### config.mk
export PLATFORM = sky130hd
export DESIGN_NAME = lcd_sync_gen
export DESIGN_NICKNAME = d
export VERILOG_FILES = /design/src/rtl/lcd_sync_pkg.sv /design/src/rtl/lcd_fmt_latch.sv /design/src/rtl/lcd_raster_cnt.sv /design/src/rtl/lcd_sync_decode.sv /design/src/rtl/lcd_sync_gen.sv
export SDC_FILE = /design/constraint.sdc
export NUM_CORES = 1
export LEC_CHECK = 0
export ABC_AREA = 0
export ABC_CLOCK_PERIOD_IN_PS = 2300
export BUFFER_PORTS_ARGS = -buffer_cell sky130_fd_sc_hd__buf_2
export CORE_ASPECT_RATIO = 1.5
export CORE_UTILIZATION = 54
export DETAILED_ROUTE_END_ITERATION = 12
export GPL_ROUTABILITY_DRIVEN = 0
export PLACE_DENSITY = 0.8
export SETUP_SLACK_MARGIN = 0.15
export SLEW_MARGIN = 20
export SYNTH_ARGS = -nofsm -noshare
export SYNTH_HDL_FRONTEND = slang
export SYNTH_SLANG_ARGS = --single-unit
### constraint.sdc
create_clock -name clk_i -period 2.3 [get_ports clk_i]
set_clock_uncertainty 0.1 [all_clocks]
set_input_delay 0.23 -clock clk_i [delete_from_list [all_inputs] [get_ports clk_i]]
set_output_delay 0.23 -clock clk_i [all_outputs]
set_load 0.01 [all_outputs]
### src/rtl/lcd_sync_pkg.sv
package lcd_sync_pkg;
  localparam int CPP_16     = 2;
  localparam int CPP_24     = 3;
  localparam int DLY_16     = 3;
  localparam int DLY_24     = 5;
  localparam int H_ACT_PIX  = 320;
  localparam int H_TOT_PIX  = 336;
  localparam int H_SYNC_PIX = 2;
  localparam int H_LEAD_PIX = 7;
  localparam int CPP_MAX    = (CPP_24 > CPP_16) ? CPP_24 : CPP_16;
  localparam int COL_W      = $clog2(H_TOT_PIX * CPP_MAX);
  localparam int PH_W       = $clog2(CPP_MAX);

  typedef enum logic {
    FMT_RGB16 = 1'b0,
    FMT_RGB24 = 1'b1
  } pix_fmt_e;

  typedef struct packed {
    logic [PH_W-1:0]  cpp;
    logic [COL_W-1:0] h_total;
    logic [COL_W-1:0] h_sync;
    logic [COL_W-1:0] h_start;
    logic [COL_W-1:0] h_end;
  } line_timing_t;

  function automatic line_timing_t timing_of(pix_fmt_e f);
    line_timing_t t;
    int cpp, dly;
    cpp       = (f == FMT_RGB24) ? CPP_24 : CPP_16;
    dly       = (f == FMT_RGB24) ? DLY_24 : DLY_16;
    t.cpp     = PH_W'(cpp);
    t.h_total = COL_W'(H_TOT_PIX * cpp);
    t.h_sync  = COL_W'(H_SYNC_PIX * cpp);
    t.h_start = COL_W'(H_LEAD_PIX * cpp + dly);
    t.h_end   = COL_W'(H_LEAD_PIX * cpp + dly + H_ACT_PIX * cpp);
    return t;
  endfunction
endpackage

### src/rtl/lcd_fmt_latch.sv
module lcd_fmt_latch
  import lcd_sync_pkg::*;
(
  input  logic         clk_i,
  input  logic         rst_ni,
  input  logic         load_i,
  input  logic         fmt_i,
  output line_timing_t tim_o
);
  pix_fmt_e     fmt_q;
  line_timing_t tim_tab [2];

  for (genvar g = 0; g < 2; g++) begin : g_tab
    assign tim_tab[g] = timing_of(pix_fmt_e'(g[0]));
  end

  always_ff @(posedge clk_i or negedge rst_ni) begin
    if (!rst_ni)     fmt_q <= FMT_RGB16;
    else if (load_i) fmt_q <= pix_fmt_e'(fmt_i);
  end

  assign tim_o = tim_tab[fmt_q];

  AST_FMT_HOLD: assert property (@(posedge clk_i) disable iff (!rst_ni)
    !load_i |=> $stable(fmt_q));
endmodule

### src/rtl/lcd_raster_cnt.sv
module lcd_raster_cnt
  import lcd_sync_pkg::*;
#(
  parameter int V_LINES = 244,
  parameter int LINE_W  = $clog2(V_LINES)
) (
  input  logic              clk_i,
  input  logic              rst_ni,
  input  logic              en_i,
  input  line_timing_t      tim_i,
  output logic [COL_W-1:0]  col_o,
  output logic [LINE_W-1:0] line_o,
  output logic              run_o,
  output logic              load_o
);
  localparam logic [LINE_W-1:0] LAST_LINE = LINE_W'(V_LINES - 1);

  logic [COL_W-1:0]  col_q;
  logic [LINE_W-1:0] line_q;
  logic              run_q;
  logic              col_end;

  assign col_end = (col_q == tim_i.h_total - 1'b1);
  assign load_o  = en_i && (!run_q || (col_end && line_q == LAST_LINE));

  always_ff @(posedge clk_i or negedge rst_ni) begin
    if (!rst_ni) begin
      col_q  <= '0;
      line_q <= '0;
      run_q  <= 1'b0;
    end else if (!en_i) begin
      col_q  <= '0;
      line_q <= '0;
      run_q  <= 1'b0;
    end else if (load_o) begin
      col_q  <= '0;
      line_q <= '0;
      run_q  <= 1'b1;
    end else if (col_end) begin
      col_q  <= '0;
      line_q <= line_q + 1'b1;
    end else begin
      col_q  <= col_q + 1'b1;
    end
  end

  assign col_o  = col_q;
  assign line_o = line_q;
  assign run_o  = run_q;

  AST_COL_RANGE: assert property (@(posedge clk_i) disable iff (!rst_ni)
    run_q |-> col_q < tim_i.h_total);
  AST_DISABLE_CLEAR: assert property (@(posedge clk_i) disable iff (!rst_ni)
    !en_i |=> (col_q == '0 && line_q == '0 && !run_q));
  AST_LINE_STEP: assert property (@(posedge clk_i) disable iff (!rst_ni)
    (en_i && run_q && col_end && line_q != LAST_LINE) |=> line_q == $past(line_q) + 1'b1);
endmodule

### src/rtl/lcd_sync_decode.sv
module lcd_sync_decode
  import lcd_sync_pkg::*;
#(
  parameter int V_BLANK = 4,
  parameter int LINE_W  = 8
) (
  input  logic              clk_i,
  input  logic              rst_ni,
  input  logic              en_i,
  input  logic              run_i,
  input  logic [COL_W-1:0]  col_i,
  input  logic [LINE_W-1:0] line_i,
  input  line_timing_t      tim_i,
  output logic              hsync_no,
  output logic              vsync_no,
  output logic              de_o,
  output logic [PH_W-1:0]   phase_o
);
  logic            in_hs, in_act, de;
  logic [PH_W-1:0] phase_q;

  assign in_hs  = run_i && (col_i < tim_i.h_sync);
  assign in_act = line_i >= LINE_W'(V_BLANK);
  assign de     = run_i && in_act && (col_i >= tim_i.h_start) && (col_i < tim_i.h_end);

  // phase follows the data window; the window length is a whole number of pixels
  always_ff @(posedge clk_i or negedge rst_ni) begin
    if (!rst_ni)                          phase_q <= '0;
    else if (!en_i || !de)                phase_q <= '0;
    else if (phase_q == tim_i.cpp - 1'b1) phase_q <= '0;
    else                                  phase_q <= phase_q + 1'b1;
  end

  assign hsync_no = !in_hs;
  assign vsync_no = !(in_hs && line_i == '0);
  assign de_o     = de;
  assign phase_o  = phase_q;

  AST_PHASE_BOUND: assert property (@(posedge clk_i) disable iff (!rst_ni)
    phase_q < tim_i.cpp);
  AST_SYNC_NOT_DE: assert property (@(posedge clk_i) disable iff (!rst_ni)
    !hsync_no |-> !de_o);
  AST_VS_IN_HS: assert property (@(posedge clk_i) disable iff (!rst_ni)
    !vsync_no |-> !hsync_no);
  AST_PHASE_IDLE: assert property (@(posedge clk_i) disable iff (!rst_ni)
    !de_o |=> (phase_q == '0));
endmodule

### src/rtl/lcd_sync_gen.sv
module lcd_sync_gen
  import lcd_sync_pkg::*;
#(
  parameter int V_ACTIVE = 240,
  parameter int V_BLANK  = 4,
  localparam int V_LINES = V_ACTIVE + V_BLANK,
  localparam int LINE_W  = $clog2(V_LINES)
) (
  input  logic              clk_i,
  input  logic              rst_ni,
  input  logic              en_i,
  input  logic              fmt_i,
  output logic              hsync_no,
  output logic              vsync_no,
  output logic              de_o,
  output logic [PH_W-1:0]   phase_o,
  output logic [LINE_W-1:0] line_o,
  output logic [COL_W-1:0]  col_o
);
  line_timing_t      tim;
  logic              load, run;
  logic [COL_W-1:0]  col;
  logic [LINE_W-1:0] line;

  lcd_fmt_latch u_fmt (
    .clk_i, .rst_ni, .load_i(load), .fmt_i, .tim_o(tim)
  );

  lcd_raster_cnt #(.V_LINES(V_LINES), .LINE_W(LINE_W)) u_cnt (
    .clk_i, .rst_ni, .en_i, .tim_i(tim),
    .col_o(col), .line_o(line), .run_o(run), .load_o(load)
  );

  lcd_sync_decode #(.V_BLANK(V_BLANK), .LINE_W(LINE_W)) u_dec (
    .clk_i, .rst_ni, .en_i, .run_i(run), .col_i(col), .line_i(line),
    .tim_i(tim), .hsync_no, .vsync_no, .de_o, .phase_o
  );

  assign col_o  = col;
  assign line_o = line;
endmodule

# Yosys cells after proc, flatten, opt, wreduce, memory -nomap -nowiden
# Cells that the tools add are included.
# op_classes
n_lt_le_gt_ge,5
n_bitwise,1
n_eq_ne,5
mux,13
n_addsub,5
n_reduce_logical,15
# op_table
op,count
$mux W42,2
$mux W41,1
$mux W10,3
$mux W8,3
$lt A10 B10 Y1,2
$add A10 B1 Y10 const B,1
$eq A10 B10 Y1,1
$ge A10 B10 Y1,1
$sub A10 B1 Y10 const B,1
$add A8 B1 Y8 const B,1
$eq A8 B8 Y1 const B,1
$ge A8 B3 Y1 const B,1
$logic_not A8 Y1,1
$logic_and A1 B1 Y1,7
$logic_not A1 Y1,5
$mux W2,2
$ne A3 B1 Y1 const B,1
$add A2 B1 Y2 const B,1
$eq A2 B2 Y1,1
$ge A2 B2 Y1 const B,1
$logic_or A1 B1 Y1,2
$mux W1,2
$ne A2 B1 Y1 const B,1
$not A1 Y2,1
$sub A2 B1 Y2 const B,1
# word_totals
inputBits,4
out_inout_bits,23
wordCells,49
register_bits,22

# Depth between registers and ports, before layout
# Gate-level depths: netlist of the first run.
# depth
ltp_word,11
depth_mapped,8

# By module
# A second synthesis of the first run with hierarchy kept.
# unflattened
hier_cells,307
hier_area_um2,2575.0
# modules_own_cells
module,area_per_inst_um2,instances,cells_per_inst
lcd_raster_cnt,1351.3,1,149
lcd_sync_decode,864.6,1,112
lcd_fmt_latch,359.1,1,46

# Worst setup path before layout of the first run
# OpenSTA, ideal clock, no wires.
# synth_path
path_type,reg2reg
start,register u_fmt.fmt_q
end,register u_cnt.line_q[3] (netlist: u_cnt.line_o[3])
t_required_ns,2.104
path_buffers,1
slack_ns,0.156
period_less_slack_ns,2.144
setup_time_ns,0.096
arrival_time_ns,1.948
stages_incl_launch_ff,8
cell_sequence,dfrtp_1 inv_1 ha_1 nand4_1 a211o_1 buf_6 or4_1 o31ai_1
# synth_via
elab_chain_cells,11
# synth_lines
item,line_no,text
from (decl),lcd_fmt_latch.sv:10,pix_fmt_e fmt_q;
from (signal assigned),lcd_fmt_latch.sv:19,else if (load_i) fmt_q <= pix_fmt_e'(fmt_i);
$not A1 Y2 (not written as such) (*),lcd_fmt_latch.sv:22,assign tim_o = tim_tab[fmt_q];
$mux W41 (not written as such) (*),lcd_fmt_latch.sv:22,
$mux W42 (not written as such) (*) (2 in a row),lcd_fmt_latch.sv:22,
$sub A10 B1 Y10 (*),lcd_raster_cnt.sv:23,assign col_end = (col_q == tim_i.h_total - 1'b1);
$eq A10 B10 Y1 (*),lcd_raster_cnt.sv:23,
$logic_and A1 B1 Y1,lcd_raster_cnt.sv:24,assign load_o = en_i && (!run_q || (col_end && line_q == LAST_LINE));
$logic_or A1 B1 Y1,lcd_raster_cnt.sv:24,
$logic_and A1 B1 Y1,lcd_raster_cnt.sv:24,
$mux W8,lcd_raster_cnt.sv:35,end else if (load_o) begin
$mux W8,lcd_raster_cnt.sv:31,end else if (!en_i) begin
to (signal assigned),lcd_raster_cnt.sv:41,line_q <= line_q + 1'b1;
to (decl),lcd_raster_cnt.sv:19,logic [LINE_W-1:0] line_q;
# Every way passes the cells marked *; elsewhere a longest branch is shown, timed or not. The select of a mux whose other input is x is not followed.
# A chain may end at the register's enable or synchronous reset.

# Worst setup path in the final report of the first run
# layout_path
start,register u_fmt.fmt_q
end,output de_o
# layout_via
elab_chain_cells,7
# layout_lines
item,line_no,text
$not A1 Y2 (not written as such) (*),lcd_fmt_latch.sv:22,
$mux W41 (not written as such) (*),lcd_fmt_latch.sv:22,
$mux W42 (not written as such) (*) (2 in a row),lcd_fmt_latch.sv:22,
$ge A10 B10 Y1,lcd_sync_decode.sv:24,assign de = run_i && in_act && (col_i >= tim_i.h_start) && (col_i < tim_i.h_end);
$logic_and A1 B1 Y1,lcd_sync_decode.sv:24,
$logic_and A1 B1 Y1 (*),lcd_sync_decode.sv:24,
to (decl),lcd_sync_gen.sv:15,"output logic de_o,"
# Marked as above.

==> impl_metrics.env, run 1 <==
export IMPL_die_area_um2=2670
export IMPL_grt_max_degree=23
export IMPL_grt_pass1_wl_um=5660
export IMPL_leakagePower_uw=0.000820
export IMPL_synth_top_area_share_pct=41.3
export IMPL_final_period_utilization_pct=102
export IMPL_violations="setup timing"
export IMPL_ys_warnings_count=0
export IMPL_insertion_delay_ns=0.31
export IMPL_grt_ovfl_total=0
export IMPL_ys_types=35
export IMPL_synth_area_um2=1330
export IMPL_clockBufferDepth=2
export IMPL_syn_nets=165
export IMPL_coreArea_um2=2290
export IMPL_fin_nets=209
export IMPL_root_buffer="clkbuf_4"
export IMPL_drc=0
export IMPL_rsz0062_at_grt="true"
export IMPL_drt_initial_drc_count=39
export IMPL_clock_fmax_ghz=0.424
export IMPL_yosysTopAreaCell="dfrtp_1"
export IMPL_setup_viol=1
export IMPL_num_vias=1331
export IMPL_synth_seq_cells=22
export IMPL_cts_sinks=22
export IMPL_crit_required_ns=1.97
export IMPL_via_per_inst=6.13
export IMPL_max_cap_violations=0
export IMPL_first_pass_iters=4
export IMPL_cp_max_fo=5
export IMPL_p_per_area_nw_per_um2=387
export IMPL_min_path_type="input pin to register"
export IMPL_worstPathArrival_ns=2.03
export IMPL_fin_cells=217
export IMPL_grtUsageTotal_pct=27.4
export IMPL_maxSlewHeadroom_pct=66.8
export IMPL_synthArstFlopShare_pct=100
export IMPL_synth_edff_count=0
export IMPL_setup_ws_ns=-0.0566
export IMPL_post_route_util_pct=78.6
export IMPL_syn_to_final_growth_pct=34.8
export IMPL_start_util_pct=58.3
export IMPL_hold_viol=0
export IMPL_io_buffers=26
export IMPL_synth_common_cells="22 x dfrtp_1, 22 x nor2_1, 15 x nand2_1, 11 x a21oi_1, 10 x inv_1"
export IMPL_worst_slew_pin_slew_ns=0.499
export IMPL_ir_worst_vdd_mv=0.269
export IMPL_synthFlopType="dfrtp_1"
export IMPL_status="complete, but fails checks"
export IMPL_chipWidth_um=42.6
export IMPL_htreeDepth=1
export IMPL_antenna_found_initial=0
export IMPL_cts_buffers=3
export IMPL_grt_pass1_vias=1269
export IMPL_crit_type="register to primary output"
export IMPL_drt_wl_total_um=3690
export IMPL_crit_path_start_kind="register"
export IMPL_antenna_left=0
export IMPL_yosysSeqAreaShare_pct=41.3
export IMPL_place_inst=201
export IMPL_maxSlewViolCount=0
export IMPL_critPathCaptureType="primary output"
export IMPL_num_fill_cells=136
export IMPL_hpwl_um=2250
export IMPL_die_h_um=62.8
export IMPL_total_power_uw=696
export IMPL_min_period_ns=2.36
export IMPL_synth_area_leaders="dfrtp_1 41%, ha_1 8.5%, nor2_1 6.2%"
export IMPL_fp_row_count=21
export IMPL_avgSynthCellArea_um2=8.77
export IMPL_boundaryPins=27
export IMPL_diodes=0
export IMPL_syn_inst=152
export IMPL_holdWs_ns=0.0643
export IMPL_cts_tree="yes"
export IMPL_clkTransAtPathRegs_ns=0.11
export IMPL_routedWlPerCell_um=17.0
export IMPL_final_layout_size_suffix_gt1_share_pct=34.0
placed cells by master (no fill, tap or decap), drive strengths merged:
cell type and count:
clkbuf 3, dfrtp 22, nand3b 1, a211o 2, buf 41, nor4bb 1, or3b 1, nor2 22
nor2b 1, nand2 15, nand4 5, or3 4, a21oi 11, dlygate4sd3 2, and3 2, a311oi 1
or4 1, o21ai 8, xor2 3, nand2b 2, nand3 9, ha 9, inv 10, nor4b 1
a21boi 1, o31ai 1, nor4 3, and4 1, mux2 1, xnor2 4, a21o 2, a211oi 2
a31oi 2
flip-flops by register name (all words and copies together), names as in the netlist:
signal	count
u_cnt.col_o	10
u_cnt.run_o	1
u_fmt.fmt_q	1
u_dec.phase_o	2
u_cnt.line_o	8
final timing paths:
| path | cells past startpoint | start | endpoint | slack (ns) |
|---|---|---|---|---|
| max | 8 | u_fmt.fmt_q$_DFFE_PN0P_ | de_o | -0.06 |
| min | 2 | fmt_i | u_fmt.fmt_q$_DFFE_PN0P_ | 0.06 |
| max reg2reg | 7 | u_fmt.fmt_q$_DFFE_PN0P_ | u_cnt.line_o[7]$_DFFE_PN0P_ | 0.04 |
| min reg2reg | 3 | u_dec.phase_o[0]$_DFF_PN0_ | u_dec.phase_o[0]$_DFF_PN0_ | 0.47 |
| max in group asynchronous | 2 | rst_ni | u_cnt.col_o[1]$_DFF_PN0_ | 1.46 |
| min in group asynchronous | 2 | rst_ni | u_cnt.line_o[0]$_DFFE_PN0P_ | 0.30 |
cell type report:
class	instances	area [µm²]	share of cell area, %
repair buffers	43	270	15.0
multi-input cells	116	885	49.2
clock buffers	3	22.5	1.25
well taps	23	28.8	1.60
flip-flops and latches	22	551	30.6
inverters	10	40.0	2.23
stage by stage:
step / instance area (µm²) / setup WS (ns) / TNS (ns)
2_1_floorplan: 1330 / 0.156 / 0
3_3_place_gp: 1490 / 0.143 / 0
3_5_place_dp: 1490 / 0.0938 / 0
4_1_cts: 1690 / 0.0217 / 0
5_1_grt: 1800 / -0.130 / -0.139
6_report: 1800 / -0.0566 / -0.0566
critical path: stages (launching register included):
cell	delay (ns)
dfrtp_1	0.45
inv_4	0.13
ha_4	0.22
a21o_1	0.16
a21oi_2	0.16
a21oi_1	0.10
a211o_1	0.32
inv_1	0.06
buf_2	0.12
cell families after synthesis:
family | Yosys count | synth area share (%)
buffers and inverters | 14 | 5.16
AND/OR/NAND/NOR | 69 | 25.8
AO/OA/AOI/OAI | 30 | 13.8
flip-flops | 22 | 41.3
adder cells (fa/ha/maj) | 9 | 8.45
XOR/XNOR | 7 | 4.60
multiplexers | 1 | 0.845
timing repair:
action | in CTS | in global routing
pin swaps | 8 | 12
hold buffers | 2 | 0
endpoints found under the setup margin | 4 | 16
endpoints found under the hold margin | 23 | 0
buffers inserted | 8 | 3
gates resized for setup | 18 | 13
layer usage:
metal	vias up	wire [µm]	GRT usage, %
li1	620	-	-
met1	643	1410	32.3
met2	49	1980	47.1
met3	19	129	4.62
met4	0	169	12.5
met5	-	0	0
power by group:
group	switching [µW]	leakage, µW	internal [µW]
Combinational	59.3	0.000505	63.8
Sequential	7.56	0.000302	392
Clock	112	0.0000138	61.4
No activity file was read; power rests on OpenSTA's default activity.
==> run 2, diff against run 1 <==
==> constraint.sdc (replaced) <==
create_clock -name clk_i -period 2.3 [get_ports clk_i]
set_clock_uncertainty 0.1 [all_clocks]
set_input_delay 0.69 -clock clk_i [delete_from_list [all_inputs] [get_ports clk_i]]
set_output_delay 0.69 -clock clk_i [all_outputs]
set_load 0.01 [all_outputs]
==> run 2 against run 1 <==
The flow still finishes with violations (setup timing). Die area is the same. Wire length grew 0.62%. Utilization grew 3.6 points. Clock-buffer cell count is the same. Global-route usage grew 1.0 points. Sequential cell count is the same. Final area grew 4.6%. Via count grew 0.75%. Critical endpoint unchanged. Largest power group unchanged.
==> impl_metrics.env, run 2 (synthesis gave the netlist of run 1 again) <==
export IMPL_antenna_found_initial=0
export IMPL_setup_viol=4
export IMPL_p_per_area_nw_per_um2=362
export IMPL_first_pass_iters=6
export IMPL_num_fill_cells=154
export IMPL_setup_ws_ns=-0.460
export IMPL_cts_sinks=22
export IMPL_boundaryPins=27
export IMPL_worst_slew_pin_slew_ns=0.526
export IMPL_final_period_utilization_pct=120
export IMPL_slowest_stage="dfrtp_1"
export IMPL_antenna_left=0
export IMPL_cp_cell_sequence="inv_4, ha_4, and3_4, o21ai_1, nand3_1, a211o_1, inv_2, buf_6"
export IMPL_num_vias=1341
export IMPL_ir_worst_vdd_mv=0.366
export IMPL_min_path_type="input pin to asynchronous set/reset pin"
export IMPL_fin_nets=214
export IMPL_fp_row_count=21
export IMPL_seqCellArea_um2=554
export IMPL_fin_cells=222
export IMPL_place_area_um2=1650
export IMPL_clock_fmax_ghz=0.362
export IMPL_grt_ovfl_total=0
export IMPL_final_layout_size_suffix_gt1_share_pct=42.2
export IMPL_drt_wl_total_um=3710
export IMPL_critPathCaptureType="primary output"
export IMPL_final_area_um2=1880
export IMPL_leakagePower_uw=0.000851
export IMPL_grt_pass1_wl_um=5730
export IMPL_rsz0062_at_grt="true"
export IMPL_hpwl_um=2540
export IMPL_drc=0
export IMPL_drt_initial_drc_count=58
export IMPL_die_h_um=62.8
export IMPL_multiInputGateArea_um2=905
export IMPL_root_buffer="clkbuf_4"
export IMPL_cts_buffers=3
export IMPL_crit_path_start_kind="register"
export IMPL_pre_cts_slack_ns=-0.0761
export IMPL_crit_type="register to primary output"
export IMPL_worstPathArrival_ns=1.97
export IMPL_syn_to_final_growth_pct=41.0
export IMPL_start_util_pct=58.3
export IMPL_coreArea_um2=2290
export IMPL_cp_max_fo=5
export IMPL_clockBufferDepth=2
export IMPL_grtUsageTotal_pct=28.4
export IMPL_grt_pass1_vias=1303
export IMPL_htreeDepth=1
export IMPL_layout_commonest_cell="buf_2"
export IMPL_clkTransAtPathRegs_ns=0.12
export IMPL_io_buffers=26
export IMPL_status="complete, but fails checks"
export IMPL_via_per_inst=6.04
export IMPL_max_cap_violations=0
export IMPL_place_inst=214
export IMPL_min_period_ns=2.76
export IMPL_cts_tree="yes"
export IMPL_crit_required_ns=1.51
export IMPL_routedWlPerCell_um=16.7
export IMPL_grt_max_degree=23
export IMPL_critPathMaxStageDelay_ns=0.45
export IMPL_insertion_delay_ns=0.33
export IMPL_diodes=0
export IMPL_hold_viol=0
export IMPL_largest_reg_flops=10
export IMPL_maxSlewViolCount=0
export IMPL_chipWidth_um=42.6
export IMPL_die_area_um2=2670
export IMPL_maxSlewHeadroom_pct=65.0
export IMPL_violations="setup timing"
export IMPL_layout_common_cells="23 x buf_2, 20 x nor2_1, 19 x dfrtp_1"
export IMPL_post_route_util_pct=82.2
==> run 2: changes by cell type in the layout (fill, tap and decap cells not counted), sizes merged <==
cell	delta
dlygate4sd3	-2
buf	+7
==> run 2: worst max-delay path: cells and delay by family (launching register included) <==
kind / cells / cell delay [ns]
buf+inv: 3 / 0.28
compound gates: 2 / 0.47
flops: 1 / 0.45
fa+ha+maj: 1 / 0.21
simple gates: 2 / 0.24
==> run 2: layout make-up <==
| cell class | count | share of cell area (%) |
|---|---|---|
| inverters | 10 | 2.13 |
| flip-flops and latches | 22 | 29.5 |
| clock buffers | 3 | 1.20 |
| repair buffers | 48 | 17.5 |
| well taps | 23 | 1.53 |
| multi-input cells | 116 | 48.1 |
==> run 2: power by group <==
group / switching [µW] / total (µW) / leakage [µW] / internal [µW]
Clock: 124 / 185 / 0.0000138 / 61.7
Sequential: 6.43 / 398 / 0.000297 / 392
Combinational: 52.3 / 96.3 / 0.000540 / 43.9
Total: 182 / 680 / 0.000851 / 497
==> run 2: path summary, 6_finish.rpt <==
| kind | start | to | slack (ns) | cells after the start |
|---|---|---|---|---|
| worst max register to register | u_fmt.fmt_q$_DFFE_PN0P_ | u_cnt.line_o[3]$_DFFE_PN0P_ | -0.01 | 8 |
| worst min register to register | u_cnt.col_o[0]$_DFF_PN0_ | u_cnt.col_o[0]$_DFF_PN0_ | 0.45 | 2 |
| worst max-delay path | u_fmt.fmt_q$_DFFE_PN0P_ | de_o | -0.46 | 8 |
| min in group clk_i | en_i | u_cnt.run_o$_DFFE_PN0P_ | 0.44 | 1 |
| worst min-delay path | rst_ni | u_cnt.line_o[7]$_DFFE_PN0P_ | 0.22 | 1 |
| max in group asynchronous | rst_ni | u_cnt.col_o[5]$_DFF_PN0_ | 1.50 | 1 |
==> run 2: what timing repair did <==
item	in CTS	in global routing
hold buffers	0	0
resized for setup	11	27
pin swaps	5	19
buffers inserted	3	2
setup endpoints to repair	6	10
==> run 2: routing by layer <==
layer / part of all wire (%) / track usage, %
met1: 38 / 30.1
met5: 0 / 0
met4: 2.8 / 16.4
met2: 56 / 50.8
met3: 2.9 / 4.62
==> run 2: per-stage QoR <==
stage | power, µW | hold slack [ns] | setup TNS, ns
global placement | 482 | 0.427 | -0.0369
CTS | 670 | 0.227 | -0.666
floorplan | 452 | 0.294 | 0
finish | 680 | 0.222 | -0.732
detailed placement | 487 | 0.435 | -0.0761
global route | 701 | 0.254 | -1.13
